<file path="src/rtl/irqc_pkg.sv">
package irqc_pkg;
    typedef enum logic [2:0] {
        ADR_ENABLE = 3'd0,
        ADR_MODE   = 3'd1,
        ADR_FILTER = 3'd2,
        ADR_STATUS = 3'd3,
        ADR_CLEAR  = 3'd4
    } reg_addr_e;
endpackage

</file>
<file path="src/rtl/irqc_sync.sv">
module irqc_sync #(
    parameter int W = 1
) (
    input  logic         clk,
    input  logic         rst_n,
    input  logic [W-1:0] async_i,
    output logic [W-1:0] sync_o
);
    typedef struct packed {
        logic [W-1:0] stage1;
        logic [W-1:0] stage2;
    } sync_st_t;

    sync_st_t st_d, st_q;

    always_comb begin
        st_d        = st_q;
        st_d.stage1 = async_i;
        st_d.stage2 = st_q.stage1;
    end

    always_ff @(posedge clk or negedge rst_n) begin
        if (!rst_n) st_q <= '0;
        else        st_q <= st_d;
    end

    assign sync_o = st_q.stage2;
endmodule

</file>
<file path="src/rtl/irqc_chan.sv">
module irqc_chan #(
    parameter int FLT_W = 3
) (
    input  logic             clk,
    input  logic             rst_n,
    input  logic             sync_i,
    input  logic [FLT_W-1:0] flen_i,
    input  logic             en_i,
    input  logic             edge_i,
    input  logic             clr_i,
    output logic             req_o
);
    localparam int CW = FLT_W + 1;

    typedef struct packed {
        logic             filt;
        logic [FLT_W-1:0] cnt;
        logic             pend;
    } chan_st_t;

    chan_st_t       st_d, st_q;
    logic [CW-1:0]  eff_len;
    logic           rise;

    always_comb begin
        st_d    = st_q;
        eff_len = (flen_i == '0) ? CW'(1) : {1'b0, flen_i};
        if (sync_i == st_q.filt) begin
            st_d.cnt = '0;
        end else if (({1'b0, st_q.cnt} + CW'(1)) >= eff_len) begin
            st_d.filt = sync_i;
            st_d.cnt  = '0;
        end else begin
            st_d.cnt = st_q.cnt + FLT_W'(1);
        end
        rise = st_d.filt & ~st_q.filt;
        if (clr_i) st_d.pend = 1'b0;
        if (rise && en_i && edge_i) st_d.pend = 1'b1;
    end

    always_ff @(posedge clk or negedge rst_n) begin
        if (!rst_n) st_q <= '0;
        else        st_q <= st_d;
    end

    assign req_o = edge_i ? st_q.pend : st_q.filt;

    // the filtered level only ever moves to a value the synchronized input held
    assert_filter_source_R2: assert property (@(posedge clk) disable iff (!rst_n)
        (st_q.filt != $past(st_q.filt)) |-> (st_q.filt == $past(sync_i)));

    // a pending bit survives every cycle without a clear
    assert_pend_sticky_R3: assert property (@(posedge clk) disable iff (!rst_n)
        (st_q.pend && !clr_i) |=> st_q.pend);

    // a clear colliding with a qualifying edge leaves the bit set
    assert_edge_beats_clear_R7: assert property (@(posedge clk) disable iff (!rst_n)
        (clr_i && rise && en_i && edge_i) |=> st_q.pend);
endmodule

</file>
<file path="src/rtl/irqc_nmi.sv">
module irqc_nmi (
    input  logic clk,
    input  logic rst_n,
    input  logic sync_i,
    input  logic ack_i,
    output logic req_o
);
    typedef struct packed {
        logic prev;
        logic pend;
        logic mask;
    } nmi_st_t;

    nmi_st_t st_d, st_q;
    logic    rise;

    always_comb begin
        st_d      = st_q;
        rise      = sync_i & ~st_q.prev;
        st_d.prev = sync_i;
        if (ack_i) begin
            st_d.pend = 1'b0;
            st_d.mask = 1'b1;
        end else begin
            if (rise && !st_q.mask) st_d.pend = 1'b1;
            if (!sync_i)            st_d.mask = 1'b0;
        end
    end

    always_ff @(posedge clk or negedge rst_n) begin
        if (!rst_n) st_q <= '0;
        else        st_q <= st_d;
    end

    assign req_o = st_q.pend;

    // acknowledge drops the request on the next clock
    assert_ack_drops_R9: assert property (@(posedge clk) disable iff (!rst_n)
        ack_i |=> !req_o);

    // while masked after service no request is presented
    assert_mask_blocks_R9: assert property (@(posedge clk) disable iff (!rst_n)
        st_q.mask |-> !req_o);
endmodule

</file>
<file path="src/rtl/irqc_top.sv">
module irqc_top
    import irqc_pkg::*;
#(
    parameter int NSRC   = 4,
    parameter int FLT_W  = 3,
    parameter int DATA_W = 32
) (
    input  logic              clk,
    input  logic              rst_n,
    input  logic [NSRC-1:0]   irq_pins,
    input  logic              nmi_pin,
    input  logic              reg_we,
    input  logic [2:0]        reg_addr,
    input  logic [DATA_W-1:0] reg_wdata,
    output logic [DATA_W-1:0] reg_rdata,
    input  logic              nmi_ack,
    output logic              irq_out,
    output logic              nmi_out
);
    localparam int FLW = NSRC * FLT_W;

    typedef struct packed {
        logic [NSRC-1:0] en;
        logic [NSRC-1:0] mode;
        logic [FLW-1:0]  flen;
    } cfg_st_t;

    cfg_st_t         st_d, st_q;
    logic [NSRC:0]   synced;
    logic [NSRC-1:0] req;
    logic [NSRC-1:0] clr;

    irqc_sync #(.W(NSRC + 1)) u_sync (
        .clk     (clk),
        .rst_n   (rst_n),
        .async_i ({nmi_pin, irq_pins}),
        .sync_o  (synced)
    );

    always_comb begin
        st_d = st_q;
        clr  = '0;
        if (reg_we) begin
            case (reg_addr)
                ADR_ENABLE: st_d.en   = reg_wdata[NSRC-1:0];
                ADR_MODE:   st_d.mode = reg_wdata[NSRC-1:0];
                ADR_FILTER: st_d.flen = reg_wdata[FLW-1:0];
                ADR_CLEAR:  clr       = reg_wdata[NSRC-1:0];
                default:    ;
            endcase
        end
    end

    always_ff @(posedge clk or negedge rst_n) begin
        if (!rst_n) st_q <= '0;
        else        st_q <= st_d;
    end

    for (genvar i = 0; i < NSRC; i++) begin : g_chan
        irqc_chan #(.FLT_W(FLT_W)) u_chan (
            .clk    (clk),
            .rst_n  (rst_n),
            .sync_i (synced[i]),
            .flen_i (st_q.flen[i*FLT_W +: FLT_W]),
            .en_i   (st_q.en[i]),
            .edge_i (st_q.mode[i]),
            .clr_i  (clr[i]),
            .req_o  (req[i])
        );
    end

    irqc_nmi u_nmi (
        .clk    (clk),
        .rst_n  (rst_n),
        .sync_i (synced[NSRC]),
        .ack_i  (nmi_ack),
        .req_o  (nmi_out)
    );

    always_comb begin
        reg_rdata = '0;
        case (reg_addr)
            ADR_ENABLE: reg_rdata[NSRC-1:0] = st_q.en;
            ADR_MODE:   reg_rdata[NSRC-1:0] = st_q.mode;
            ADR_FILTER: reg_rdata[FLW-1:0]  = st_q.flen;
            ADR_STATUS: reg_rdata[NSRC-1:0] = req;
            default:    ;
        endcase
    end

    assign irq_out = |(st_q.en & req);

    // the combined request is never raised with every source disabled
    assert_irq_needs_enable_R6: assert property (@(posedge clk) disable iff (!rst_n)
        irq_out |-> (st_q.en != '0));

    // a write to the status address leaves the configuration untouched
    assert_status_readonly_R10: assert property (@(posedge clk) disable iff (!rst_n)
        (reg_we && reg_addr == 3'd3) |=> (st_q == $past(st_q)));
endmodule

</file>
<file path="config.mk">
export PLATFORM = sky130hd
export DESIGN_NAME = irqc_top
export DESIGN_NICKNAME = d
export VERILOG_FILES = /design/src/rtl/irqc_pkg.sv /design/src/rtl/irqc_sync.sv /design/src/rtl/irqc_chan.sv /design/src/rtl/irqc_nmi.sv /design/src/rtl/irqc_top.sv
export SDC_FILE = /design/constraint.sdc
export NUM_CORES = 1
export LEC_CHECK = 0
export CAP_MARGIN = 20
export CORE_MARGIN = 5
export CORE_UTILIZATION = 30
export CTS_CLUSTER_DIAMETER = 50
export CTS_CLUSTER_SIZE = 24
export DETAILED_ROUTE_END_ITERATION = 7
export GPL_TIMING_DRIVEN = 0
export PLACE_DENSITY_LB_ADDON = 0.25
export SETUP_SLACK_MARGIN = 0.02
export SYNTH_ARGS = -nofsm -noshare
export SYNTH_HDL_FRONTEND = slang
export SYNTH_HIERARCHICAL = 1
export SYNTH_SLANG_ARGS = --single-unit
</file>
<file path="constraint.sdc">
create_clock -name clk -period 2.6 [get_ports clk]
set_input_delay 0.39 -clock clk [delete_from_list [all_inputs] [get_ports clk]]
set_output_delay 0.39 -clock clk [all_outputs]
set_load 0.02 [all_outputs]
</file>
# == Word-level counts from Yosys, hierarchy flattened ==
# Index checks and enable logic that the tools add are counted.
# op_classes
eq_ne,9
n_bitwise,11
addsub,8
n_reduce_logical,24
mux,39
magnitude_cmp,4
# op_table
cell,count
3-bit two-way mux,12
1-bit two-way mux,22
3-bit by 1-bit adder with 4-bit output (second input constant),4
4-bit greater-or-equal comparator,4
4-bit case mux with 4 select lines,1
3-bit zero test,5
3-bit by 1-bit adder with 3-bit output (second input constant),4
2-bit nonzero test,5
1-bit logical AND,9
4-bit two-way mux,2
8-bit two-way mux,1
3-bit by 2-bit equality test with 1-bit output (second input constant),2
2-bit AND reduction,3
1-bit bitwise AND,5
1-bit NOT,5
4-bit bitwise AND,1
1-bit equality test,4
4-bit OR reduction,1
3-bit by 1-bit equality test with 1-bit output (second input constant),1
3-bit equality test (second input constant),1
2-bit two-way mux,1
2-bit != test (second input constant),1
1-bit zero test,1
# totals
reg_bits,53
output_inout_bits,34
in_bits,44

# == Depth between registers and ports, before layout ==
# logic_depth
word_depth,9
ltp_mapped,6
mapped_depth_nobuf,6

# == Cells and area by module ==
# Netlist, hierarchy kept.
# modules_own_cells
module,instances,cells_per_inst,area_each_um2
irqc_chan,4,28,325.3
irqc_top,1,92,1255.0
irqc_sync,1,10,250.2
irqc_nmi,1,7,101.3

# == Least setup slack after synthesis ==
# Ideal clock, no wire load.
# synth_path
path_type,reg2out
from,"register, netlist name st_q[15]"
to,output port reg_rdata[3]
n_path_buf,0
t_arrival_ns,1.364
setup_slack_ns,0.846
stages_incl_launch_ff,4
path_cell_list,dfrtp_1 > mux2_2 > mux4_1 > and2b_1
# synth_rtl
element,line_no,text
end: declaration,irqc_top.sv:15,"output logic [DATA_W-1:0] reg_rdata,"

==> metrics.txt <==
critical path's slowest cell=mux4_1; CP Depth=4; worst reg2reg setup slack=0.75 ns; Starting Density=0.3031; Top-Level Pins=78; fraction of layout cells with a size suffix above 1=0.2596; crit-path max cell delay=0.50 ns; crit path from=st_q[14]; internal power=1.760 mW; status=finished, final reports clean; Clock Tree Buf Depth=2; global route overflow=0; CP Data Arrival Time=2.05 ns; worst setup path category=reg2out; dpl ws=-0.6187 ns; footprint of the multi-input gates=0.001419 sq mm; R2R Path End=g_chan[3].u_chan/st_q[4]; Max Cap Viol=0; Crit path max-delay family=multiplexers; GR Util met2=0.1598; Worst EP required=2.21 ns; Finish-stage setup viols=0; Vert. Die Dim=108.5 microns; post-synthesis sequential area ratio=0.4561; ant diodes=0; dpl hpwl=4071 microns; Post-layout nets=344; cells along the critical path=mux2_2 > mux4_1 > nor2b_1 > dlygate4sd2_1; met1 Track Usage GR=0.1228; Yosys reg bits=53; YS warnings=6; Die W=108.5 microns; global-route wire length before repair=8838 microns; PortBufs=35; pwr/cell area=736.3 mW/mm^2; Hold-fix buffers, CTS=0; Synth Cell Area=0.002908 sq mm; Area growth syn-to-layout=24.05%; clock insertion delay at the later pin of the skew report=0.30 ns; Setup crit end=reg_rdata[2]; gr usage total=0.09616; H-tree depth=2; routed len/inst=12.47 microns; Psw=0.8961 mW; CP Launch Type=flop; met3 Use GR=0.02985; final worst setup slack=0.1572 ns; RePlAce Congestion=0.7089; sw frac=0.3374; Rel. slew slack=0.6554; Worst Skew=0.006910 ns; Design Power=2.656 mW; Worst-Margin Slew=0.5169 ns; fin. max-slew vios=0; die area=0.01176 sq mm; CORE AREA=0.009594 sq mm; vias in the first global route=1831; CP max FO=4; Vias=1756; Final Cell Area=0.003607 sq mm; final period utilization=0.9395; Pleak=1.697 nW; worst r2r path cells=6; post-route ant nets=0; Filler cells=951; crit path time final=2.443 ns; FF-to-FF Start=g_chan[3].u_chan/st_q[1]; Clock Tree Root=clkbuf_8; largest net degree at the start of global routing=33; total routed wirelength=5213 microns; clk sinks=53; Buf/Inv on CP=1; Rows=36; RSZ-0062 raised after global routing=no; Flop pwr share=0.450; clock transition at the registers of the reported paths=0.09 ns; setup TNS=0 ns; Syn Area/Cell=13.16 sq um; global routing's busiest layer=met2; f_max=409.4 MHz; Worst VDD drop=0.2684 mV; HP Class=in2async; Area after DPL=0.003511 sq mm; clock network fraction of total power=0.171; antenna violations before repair=0; Post-Synthesis Cells=221; detail-routed via count per cell=4.201; Final Hold Fails=0; drt pass-1 iters=2; DRC=0; combinational cell fraction of total power=0.380; FF/Latch Area=0.001326 sq mm; CTS buffer count=5; critical path capture point type=output pin; CTS tree=yes; DR iter-0 viols=53; Netlist cell types=32
-- worst register-to-register path, delay by kind of cell, from the launching register on --
kind | cells | cell delay, ns
AO/OA/AOI/OAI | 2 | 0.30
XOR/XNOR | 1 | 0.17
adder cells (fa/ha/maj) | 2 | 0.50
flip-flops | 1 | 0.45
multiplexers | 1 | 0.32
-- cells by family (layout without fill, tap and decap cells) --
kind of cell / after synthesis / count (layout) / synth area share
muxes: 32 / 32 / 0.1626
DFF: 53 / 53 / 0.4561
AOI/OAI and AO/OA: 28 / 28 / 0.08563
buffers and inverters: 40 / 85 / 0.08433
other: 1 / 20 / 0.001290
xor gates and xnor gates: 8 / 8 / 0.02410
adders and majority gates: 16 / 16 / 0.06885
and+or+nand+nor: 43 / 43 / 0.1170
-- registers in the layout (all words and copies together), names as in the netlist --
| name | cells |
|---|---|
| g_chan.u_chan/st_q | 20 |
| u_nmi/st_q | 2 |
| u_sync/sync_o | 5 |
| u_sync/st_d | 5 |
| st_q | 20 |
| u_nmi/req_o | 1 |
-- Yosys cell counts --
master     n  share of area
buf_6      1         0.0039
a21o_2     1         0.0030
o21ai_1    8          0.014
a22oi_1    2         0.0052
o211ai_1   4          0.010
mux2_4    14          0.072
nor3b_1    1         0.0026
dfrtp_1   53           0.46
a22o_1     4          0.012
a31oi_4    4          0.029
xor2_1     8          0.024
buf_4     20          0.052
mux4_1     4          0.036
nor2_1     8          0.010
and2_1    12          0.026
nor4bb_4   1         0.0086
mux2_2    14          0.054
buf_8      1         0.0052
nand2_1    1         0.0013
nor4b_4    1         0.0082
inv_1     17          0.022
or3b_1     1         0.0030
and2b_1    1         0.0026
o21bai_1   4          0.010
nor3b_2    4          0.017
ha_1      16          0.069
nor2b_1    7          0.015
buf_2      1         0.0017
and4b_1    4          0.014
and4bb_2   2         0.0086
a21oi_1    1         0.0017
conb_1     1         0.0013
-- timing repair --
| item | in CTS | in global routing |
|---|---|---|
| gates resized for setup | 7 | 0 |
| endpoints found under the setup margin | 12 | 0 |
| buffers inserted | 1 | 0 |
-- power groups by stage --
| stage | Combinational (mW) | Sequential (mW) | Clock [mW] |
|---|---|---|---|
| after floorplan | 0.793 | 1.16 | 0 |
| after global placement | 1.01 | 1.21 | 0 |
| after detailed placement | 1.03 | 1.22 | 0 |
| after CTS | 1.03 | 1.20 | 0.484 |
| after global routing | 1.13 | 1.23 | 0.518 |
| final | 1.01 | 1.19 | 0.453 |
-- cells in the final DEF (no fill, tap or decap), types with 2 or more instances in the layout --
cell type        count
o21bai_1             4
clkbuf_8             5
mux2_4              14
and4b_1              4
o211ai_1             4
a31oi_4              4
clkbuf_1             2
xor2_1               8
clkdlybuf4s50_1     29
o21ai_1              8
and4bb_2             2
nor2_1               8
nor3b_2              4
conb_1              20
mux4_1               4
dlygate4sd2_1        5
dfrtp_1             53
nor2b_1              7
a22oi_1              2
buf_4               21
a22o_1               4
ha_1                16
inv_1               17
and2_1              12
mux2_2              14
buf_2                2
-- final cells by class --
cell class | instances | area share
Buffer | 23 | 0.05029
Clock buffer | 7 | 0.02116
Clock inverter | 1 | 0.002081
Inverter | 17 | 0.01769
Multi-Input combinational cell | 147 | 0.3933
Sequential cell | 53 | 0.3677
Tap cell | 133 | 0.04613
Timing Repair Buffer | 37 | 0.1016
-- metrics by stage --
step	instances	util	hold slack, ns
2_1_floorplan	240	-	0.09441
3_3_place_gp	408	0.3644	0.3340
3_5_place_dp	409	0.3659	0.3347
4_1_cts	418	0.3760	0.05521
5_1_grt	418	0.3760	0.07705
6_report	418	0.3760	0.04724
-- layer usage --
| metal | wire length [microns] | up-vias | part of all wire |
|---|---|---|---|
| li1 | - | 863 | - |
| met1 | 2284 | 850 | 0.44 |
| met2 | 2532 | 38 | 0.49 |
| met3 | 341 | 5 | 0.065 |
| met4 | 54 | 0 | 0.010 |
| met5 | 0 | - | 0 |
-- worst min-delay path by stage --
stage | endpoint | start | slack [ns] | cells after the start
after floorplan | g_chan[0].u_chan/st_q[0] | rst_n | 0.09 | 0
after global placement | u_sync/sync_o[4] | u_sync/st_d[4] | 0.33 | 0
after detailed placement | u_sync/sync_o[0] | u_sync/st_d[0] | 0.33 | 0
after CTS | g_chan[1].u_chan/st_q[4] | rst_n | 0.06 | 1
after global routing | g_chan[1].u_chan/st_q[4] | rst_n | 0.08 | 1
final | g_chan[1].u_chan/st_q[4] | rst_n | 0.05 | 1
No activity file was read; power rests on OpenSTA's default activity.
